<file path="config.mk">
export PLATFORM = sky130hd
export DESIGN_NAME = mcFetchPlanner
export DESIGN_NICKNAME = d
export VERILOG_FILES = /design/src/rtl/mcFetchPkg.sv /design/src/rtl/mcFetchPath.sv /design/src/rtl/mcFetchCtrl.sv /design/src/rtl/mcFetchPlanner.sv
export SDC_FILE = /design/constraint.sdc
export NUM_CORES = 1
export LEC_CHECK = 0
export BUFFER_PORTS_ARGS = -buffer_cell sky130_fd_sc_hd__buf_2
export CORE_MARGIN = 10
export CORE_UTILIZATION = 59
export CTS_CLUSTER_DIAMETER = 40
export DETAILED_ROUTE_END_ITERATION = 10
export PLACE_DENSITY = 0.9
export SETUP_SLACK_MARGIN = 0.15
export SLEW_MARGIN = 5
export SYNTH_ARGS = -nofsm -noshare
export SYNTH_HDL_FRONTEND = slang
export SYNTH_SLANG_ARGS = --single-unit
</file>
<file path="constraint.sdc">
create_clock -name clk -period 4.1 [get_ports clk]
set_clock_uncertainty 0.1 [all_clocks]
set_input_delay 0.82 -clock clk [delete_from_list [all_inputs] [get_ports clk]]
set_output_delay 0.82 -clock clk [all_outputs]
set_load 0.01 [all_outputs]
</file>
<file path="src/rtl/mcFetchPkg.sv">
package mcFetchPkg;
  typedef struct packed {
    logic load;
    logic step;
  } ctrlStrobe_t;

  typedef enum logic [1:0] {
    SHAPE_FULL = 2'd0,
    SHAPE_HORZ = 2'd1,
    SHAPE_VERT = 2'd2,
    SHAPE_BOTH = 2'd3
  } winShape_t;
endpackage

</file>
<file path="src/rtl/mcFetchPath.sv">
module mcFetchPath
  import mcFetchPkg::*;
#(
  parameter int PIC_W     = 1920,
  parameter int PIC_H     = 1088,
  parameter int COORD_W   = 12,
  parameter int BUS_W     = 64,
  parameter int BAND_LOG2 = 4,
  parameter int ROW_W     = COORD_W - BAND_LOG2,
  parameter int COL_W     = 12
) (
  input  logic                      clk,
  input  logic                      rstN,
  input  ctrlStrobe_t               strobe,
  input  logic signed [COORD_W-1:0] intX,
  input  logic signed [COORD_W-1:0] intY,
  input  logic [1:0]                fracX,
  input  logic [1:0]                fracY,
  output logic                      lineLast,
  output logic [ROW_W-1:0]          reqRow,
  output logic [COL_W-1:0]          reqCol,
  output logic [3:0]                reqBurst,
  output logic [3:0]                winRows,
  output logic [3:0]                winCols
);
  localparam int PIX_LOG2   = $clog2(BUS_W / 8);
  localparam int BEATS_LINE = PIC_W >> PIX_LOG2;
  localparam int FILT_SPAN  = 9;
  localparam int PLAIN_SPAN = 4;
  localparam int LEAD_TAPS  = 2;

  function automatic logic [COORD_W-1:0] clampTo(input logic signed [COORD_W-1:0] v,
                                                 input int lim);
    if (v < 0) return '0;
    else if (int'(v) > lim - 1) return COORD_W'(lim - 1);
    else return v;
  endfunction

  winShape_t shape;
  logic signed [COORD_W-1:0] x0, x1, y0, y1;
  logic [COORD_W-1:0] xLo, xHi, yLo, yHi;
  logic [COORD_W-1:0] beatLo, beatHi;
  logic [COORD_W-1:0] beatBase, lineCur, lineEnd;
  logic [3:0] spanX, spanY;

  always_comb begin
    shape = winShape_t'({fracY != 2'd0, fracX != 2'd0});
    case (shape)
      SHAPE_FULL: begin spanX = 4'(PLAIN_SPAN); spanY = 4'(PLAIN_SPAN); end
      SHAPE_HORZ: begin spanX = 4'(FILT_SPAN);  spanY = 4'(PLAIN_SPAN); end
      SHAPE_VERT: begin spanX = 4'(PLAIN_SPAN); spanY = 4'(FILT_SPAN);  end
      default:    begin spanX = 4'(FILT_SPAN);  spanY = 4'(FILT_SPAN);  end
    endcase
    x0 = (spanX == 4'(FILT_SPAN)) ? intX - COORD_W'(LEAD_TAPS) : intX;
    y0 = (spanY == 4'(FILT_SPAN)) ? intY - COORD_W'(LEAD_TAPS) : intY;
    x1 = x0 + COORD_W'(spanX) - COORD_W'(1);
    y1 = y0 + COORD_W'(spanY) - COORD_W'(1);
    xLo = clampTo(x0, PIC_W);
    xHi = clampTo(x1, PIC_W);
    yLo = clampTo(y0, PIC_H);
    yHi = clampTo(y1, PIC_H);
    beatLo = xLo >> PIX_LOG2;
    beatHi = xHi >> PIX_LOG2;
  end

  always_ff @(posedge clk or negedge rstN) begin
    if (!rstN) begin
      beatBase <= '0;
      lineCur  <= '0;
      lineEnd  <= '0;
      reqBurst <= 4'd1;
      winRows  <= 4'(PLAIN_SPAN);
      winCols  <= 4'(PLAIN_SPAN);
    end else if (strobe.load) begin
      beatBase <= beatLo;
      lineCur  <= yLo;
      lineEnd  <= yHi;
      reqBurst <= 4'(beatHi - beatLo + COORD_W'(1));
      winRows  <= spanY;
      winCols  <= spanX;
    end else if (strobe.step) begin
      lineCur <= lineCur + COORD_W'(1);
    end
  end

  assign lineLast = (lineCur == lineEnd);
  assign reqRow   = ROW_W'(lineCur >> BAND_LOG2);
  assign reqCol   = COL_W'(int'(lineCur[BAND_LOG2-1:0]) * BEATS_LINE + int'(beatBase));
endmodule

</file>
<file path="src/rtl/mcFetchCtrl.sv">
module mcFetchCtrl
  import mcFetchPkg::*;
(
  input  logic        clk,
  input  logic        rstN,
  input  logic        blkValid,
  input  logic        reqReady,
  input  logic        lineLast,
  output logic        blkReady,
  output logic        reqValid,
  output logic        done,
  output ctrlStrobe_t strobe
);
  typedef enum logic {ST_IDLE, ST_ISSUE} ctrlState_t;
  ctrlState_t state;

  assign blkReady    = (state == ST_IDLE);
  assign reqValid    = (state == ST_ISSUE);
  assign strobe.load = blkReady && blkValid;
  assign strobe.step = reqValid && reqReady && !lineLast;

  always_ff @(posedge clk or negedge rstN) begin
    if (!rstN) begin
      state <= ST_IDLE;
      done  <= 1'b0;
    end else begin
      done <= 1'b0;
      case (state)
        ST_IDLE:  if (blkValid) state <= ST_ISSUE;
        default: if (reqReady && lineLast) begin
          state <= ST_IDLE;
          done  <= 1'b1;
        end
      endcase
    end
  end
endmodule

</file>
<file path="src/rtl/mcFetchPlanner.sv">
module mcFetchPlanner
  import mcFetchPkg::*;
#(
  parameter int PIC_W     = 1920,
  parameter int PIC_H     = 1088,
  parameter int COORD_W   = 12,
  parameter int BUS_W     = 64,
  parameter int BAND_LOG2 = 4,
  localparam int ROW_W    = COORD_W - BAND_LOG2,
  localparam int COL_W    = BAND_LOG2 + $clog2(PIC_W / (BUS_W / 8))
) (
  input  logic                      clk,
  input  logic                      rstN,
  input  logic                      blkValid,
  output logic                      blkReady,
  input  logic signed [COORD_W-1:0] intX,
  input  logic signed [COORD_W-1:0] intY,
  input  logic [1:0]                fracX,
  input  logic [1:0]                fracY,
  output logic                      reqValid,
  input  logic                      reqReady,
  output logic [ROW_W-1:0]          reqRow,
  output logic [COL_W-1:0]          reqCol,
  output logic [3:0]                reqBurst,
  output logic [3:0]                winRows,
  output logic [3:0]                winCols,
  output logic                      done
);
  ctrlStrobe_t strobe;
  logic lineLast;

  mcFetchCtrl uCtrl (
    .clk(clk), .rstN(rstN), .blkValid(blkValid), .reqReady(reqReady),
    .lineLast(lineLast), .blkReady(blkReady), .reqValid(reqValid),
    .done(done), .strobe(strobe)
  );

  mcFetchPath #(
    .PIC_W(PIC_W), .PIC_H(PIC_H), .COORD_W(COORD_W), .BUS_W(BUS_W),
    .BAND_LOG2(BAND_LOG2), .ROW_W(ROW_W), .COL_W(COL_W)
  ) uPath (
    .clk(clk), .rstN(rstN), .strobe(strobe), .intX(intX), .intY(intY),
    .fracX(fracX), .fracY(fracY), .lineLast(lineLast), .reqRow(reqRow),
    .reqCol(reqCol), .reqBurst(reqBurst), .winRows(winRows), .winCols(winCols)
  );
endmodule

</file>
==> metrics.csv <==
stage,metric,value,unit
critical_path,crit_fanout,3,
power,power_leakage,2.91,nW
synth,synth_area_leaders,"dfrtp_1, ha_1, xor2_1",
global_routing,track_usage,0.210,
critical_path,cp.required,4.18,ns
routing,num_vias,4690,
routing,first_pass_iters,6,
floorplan,start_util,0.601,
final_layout,final_nets,770,
synth,yosys.area.top_type,dfrtp_1,
power,power,0.00438,W
synth,synth.cell_area,4600,µm²
floorplan,die_w,108,µm
critical_path,worst_setup_path_start_kind,input pin,
routing,drt-initial-drc-count,352,
routing,final_antenna_net_count,0,
clocking,clk-insertion-delay-late,0.31,ns
clocking,clock_path_buffers,2,
synth,synth_top_cell_area_share,0.207,
place,post-dp-hpwl,10100,µm
synth,synth_warnings,0,
floorplan,dieHeight,108,µm
place,portBuffers,64,
clocking,h-tree-depth,2,
critical_path,slowest_stage,or3b_1,
synth,synthCells,547,
synth,synth_ff_type,dfrtp_1,
critical_path,startpoint,intX[3],
critical_path,cpMostUsedCell,xor2_1,
routing,drc_errors,0,
critical_path,max_stage_delay,0.39,ns
place,dp.cells,759,
timing,tightest_slew,0.894,ns
final_layout,drive_gt1_frac,0.330,
final_layout,synthToLayoutAreaGrowth,30.0,%
place,place.gp.congestion,0.950,
global_routing,grt_overflow,0,
synth,ys_ff_latch,41,
synth,avgSynthCellArea,8.40,µm²
timing,finalCritPeriodShare,1.23,
timing,fin_ws,-0.954,ns
timing,fmax,198,MHz
timing,slew_violations,0,
synth,synth-edff-count,0,
run,maxCapViolCount,0,
timing,rsz0062_at_grt,yes,
timing,setup_viol,6,
clocking,cts_buffers,5,
global_routing,antenna_found_initial,0,
synth,yosys-top-cells-count,"inv_1, ha_1, o21ai_0, dfrtp_1, nand2_1",
timing,min_period,5.05,ns
power,powerDensity,732,nW/µm²
critical_path,path_class,in2reg,
critical_path,arrival,5.14,ns
clocking,cts.sinks,41,
critical_path,crit_chain,buf_2 -> o21ba_2 -> nand3_2 -> buf_4 -> nor3_1 -> xor2_1 -> ha_1 -> xor2_1 -> a221oi_1 -> o31a_1 -> nand4_1 -> buf_4 -> a21oi_2 -> ha_2 -> ha_4 -> inv_2 -> fa_2 -> xor2_1 -> xnor2_1 -> nor4_1 -> or3b_1,
synth,synth_most_common_cell,inv_1,
critical_path,r2r_start,uPath.lineCur[0],
timing,slew_headroom,0.404,
floorplan,num_io_pins,67,
critical_path,cp-end-kind,flip-flop,
critical_path,r2r_setup_slack,1.68,ns
final_layout,num_antenna_cells,0,
clocking,clk_pin_slew_worst_paths,0.08,ns
global_routing,grt_max_degree,42,
clocking,root_buffer,clkbuf_8,
outcome,violations,setup timing,
timing,hold_violations,0,
final_layout,fin_cells,777,
power,ir_worst_vdd,0.000760,V
clocking,cts_tree,built,
floorplan,fp.dieArea,11700,µm²
routing,wl_per_cell,17.4,µm
timing,tns,-1.76,ns
synth,synth_seq_area_share,0.224,
global_routing,grt_pass1_wl,20500,µm
floorplan,core-area,7650,µm²
critical_path,endpoint,uPath.reqBurst[3],
synth,synthArstFlopShare,1.00,
routing,routed_wl,13600,µm
critical_path,reg2reg_depth,7,
floorplan,placement_rows,32,
min_path,hold_path.class,reg2reg,
routing,drt-vias-per-instance,6.04,
synth,yosys.cell_types.count,68,
global_routing,grt_pass1_vias,4586,
critical_path,timing.rr.end,uPath.lineCur[3],
outcome,status,finished with violations,
## layer usage
metal	GRT usage	part of all wire
met1	0.234	0.37
met2	0.377	0.51
met3	0.0440	0.077
met4	0.0904	0.044
met5	0	0
## kinds of logic after synthesis
group,count (synthesis),share of synthesized area
flops,41,0.224
xor+xnor,55,0.106
fa+ha+maj,64,0.189
compound gates,142,0.207
simple gates,160,0.187
mux,3,0.00680
other cells,1,0.000816
buf+inv,81,0.0792
## sequential cells by signal, summed over array words and instances, names as in the netlist
| name | cells |
|---|---|
| uPath.lineCur | 12 |
| uPath.lineEnd | 11 |
| uPath.beatBase | 8 |
| uPath.reqBurst | 4 |
| uPath.winCols | 2 |
| uPath.winRows | 2 |
| uCtrl.done | 1 |
| uCtrl.reqValid | 1 |
## cell usage in the layout (no fill, tap or decap), drive strengths merged, types with 7 or more instances in the layout
cell type and instances:
o21ai 42, nand2b 10, nor3 12, nor2 33
nor2b 7, xnor2 27, a21oi 32, buf 142
dfrtp 38, a21o 9, nor4 13, xor2 28
nand3 13, inv 58, fa 9, nand2 38
ha 55
## final cells by class
class	count	area, µm²
clock buffer	5	68.8
clock inverter	3	17.5
fill	464	1670
sequential	41	1030
inverter	58	240
tap	102	128
timing repair buffer	142	942
multi-input combinational	426	3550
## where the power goes
part / total (W) / internal, W / switching, W
logic: 0.00340 / 0.00166 / 0.00174
registers: 0.000709 / 0.000559 / 0.000150
clock network: 0.000268 / 0.000118 / 0.000151
total: 0.00438 / 0.00234 / 0.00204
## worst min-delay path by stage
stage	depth (start not counted)	start	to
floorplan	2	uPath.beatBase[0]	uPath.beatBase[0]
global placement	2	uPath.reqBurst[0]	uPath.reqBurst[0]
detailed placement	2	uPath.reqBurst[0]	uPath.reqBurst[0]
CTS	2	uPath.reqBurst[0]	uPath.reqBurst[0]
global route	2	uPath.winRows[2]	uPath.winRows[2]
finish	2	uPath.reqBurst[0]	uPath.reqBurst[0]
## metrics by stage
| step | setup WS (ns) | hold slack, ns | utilization | instance area (µm²) |
|---|---|---|---|---|
| 3_3_place_gp | -1.01 | 0.348 | 0.724 | 5530 |
| 4_1_cts | -0.754 | 0.376 | 0.744 | 5690 |
| 5_1_grt | -1.12 | 0.412 | 0.782 | 5980 |
| 3_5_place_dp | -1.19 | 0.360 | 0.724 | 5530 |
| 2_1_floorplan | -0.785 | 0.351 | - | 4720 |
| 6_report | -0.954 | 0.369 | 0.782 | 5980 |
## repair_timing
item                                    in CTS  in global routing
gates resized for setup                     16                 41
gates cloned                                 0                  0
pin swaps                                   10                 29
hold buffers                                 0                  0
setup buffers                                0                 10
endpoints found under the setup margin       6                 19
## worst max-delay path, delay by kind of cell
family	cells	cell delay, ns
buffers and inverters	4	0.50
adder cells (fa/ha/maj)	4	1.01
AO/OA/AOI/OAI	4	0.97
XOR/XNOR	4	0.88
AND/OR/NAND/NOR	5	0.94
Note: power is estimated with default switching activity, not from simulation.
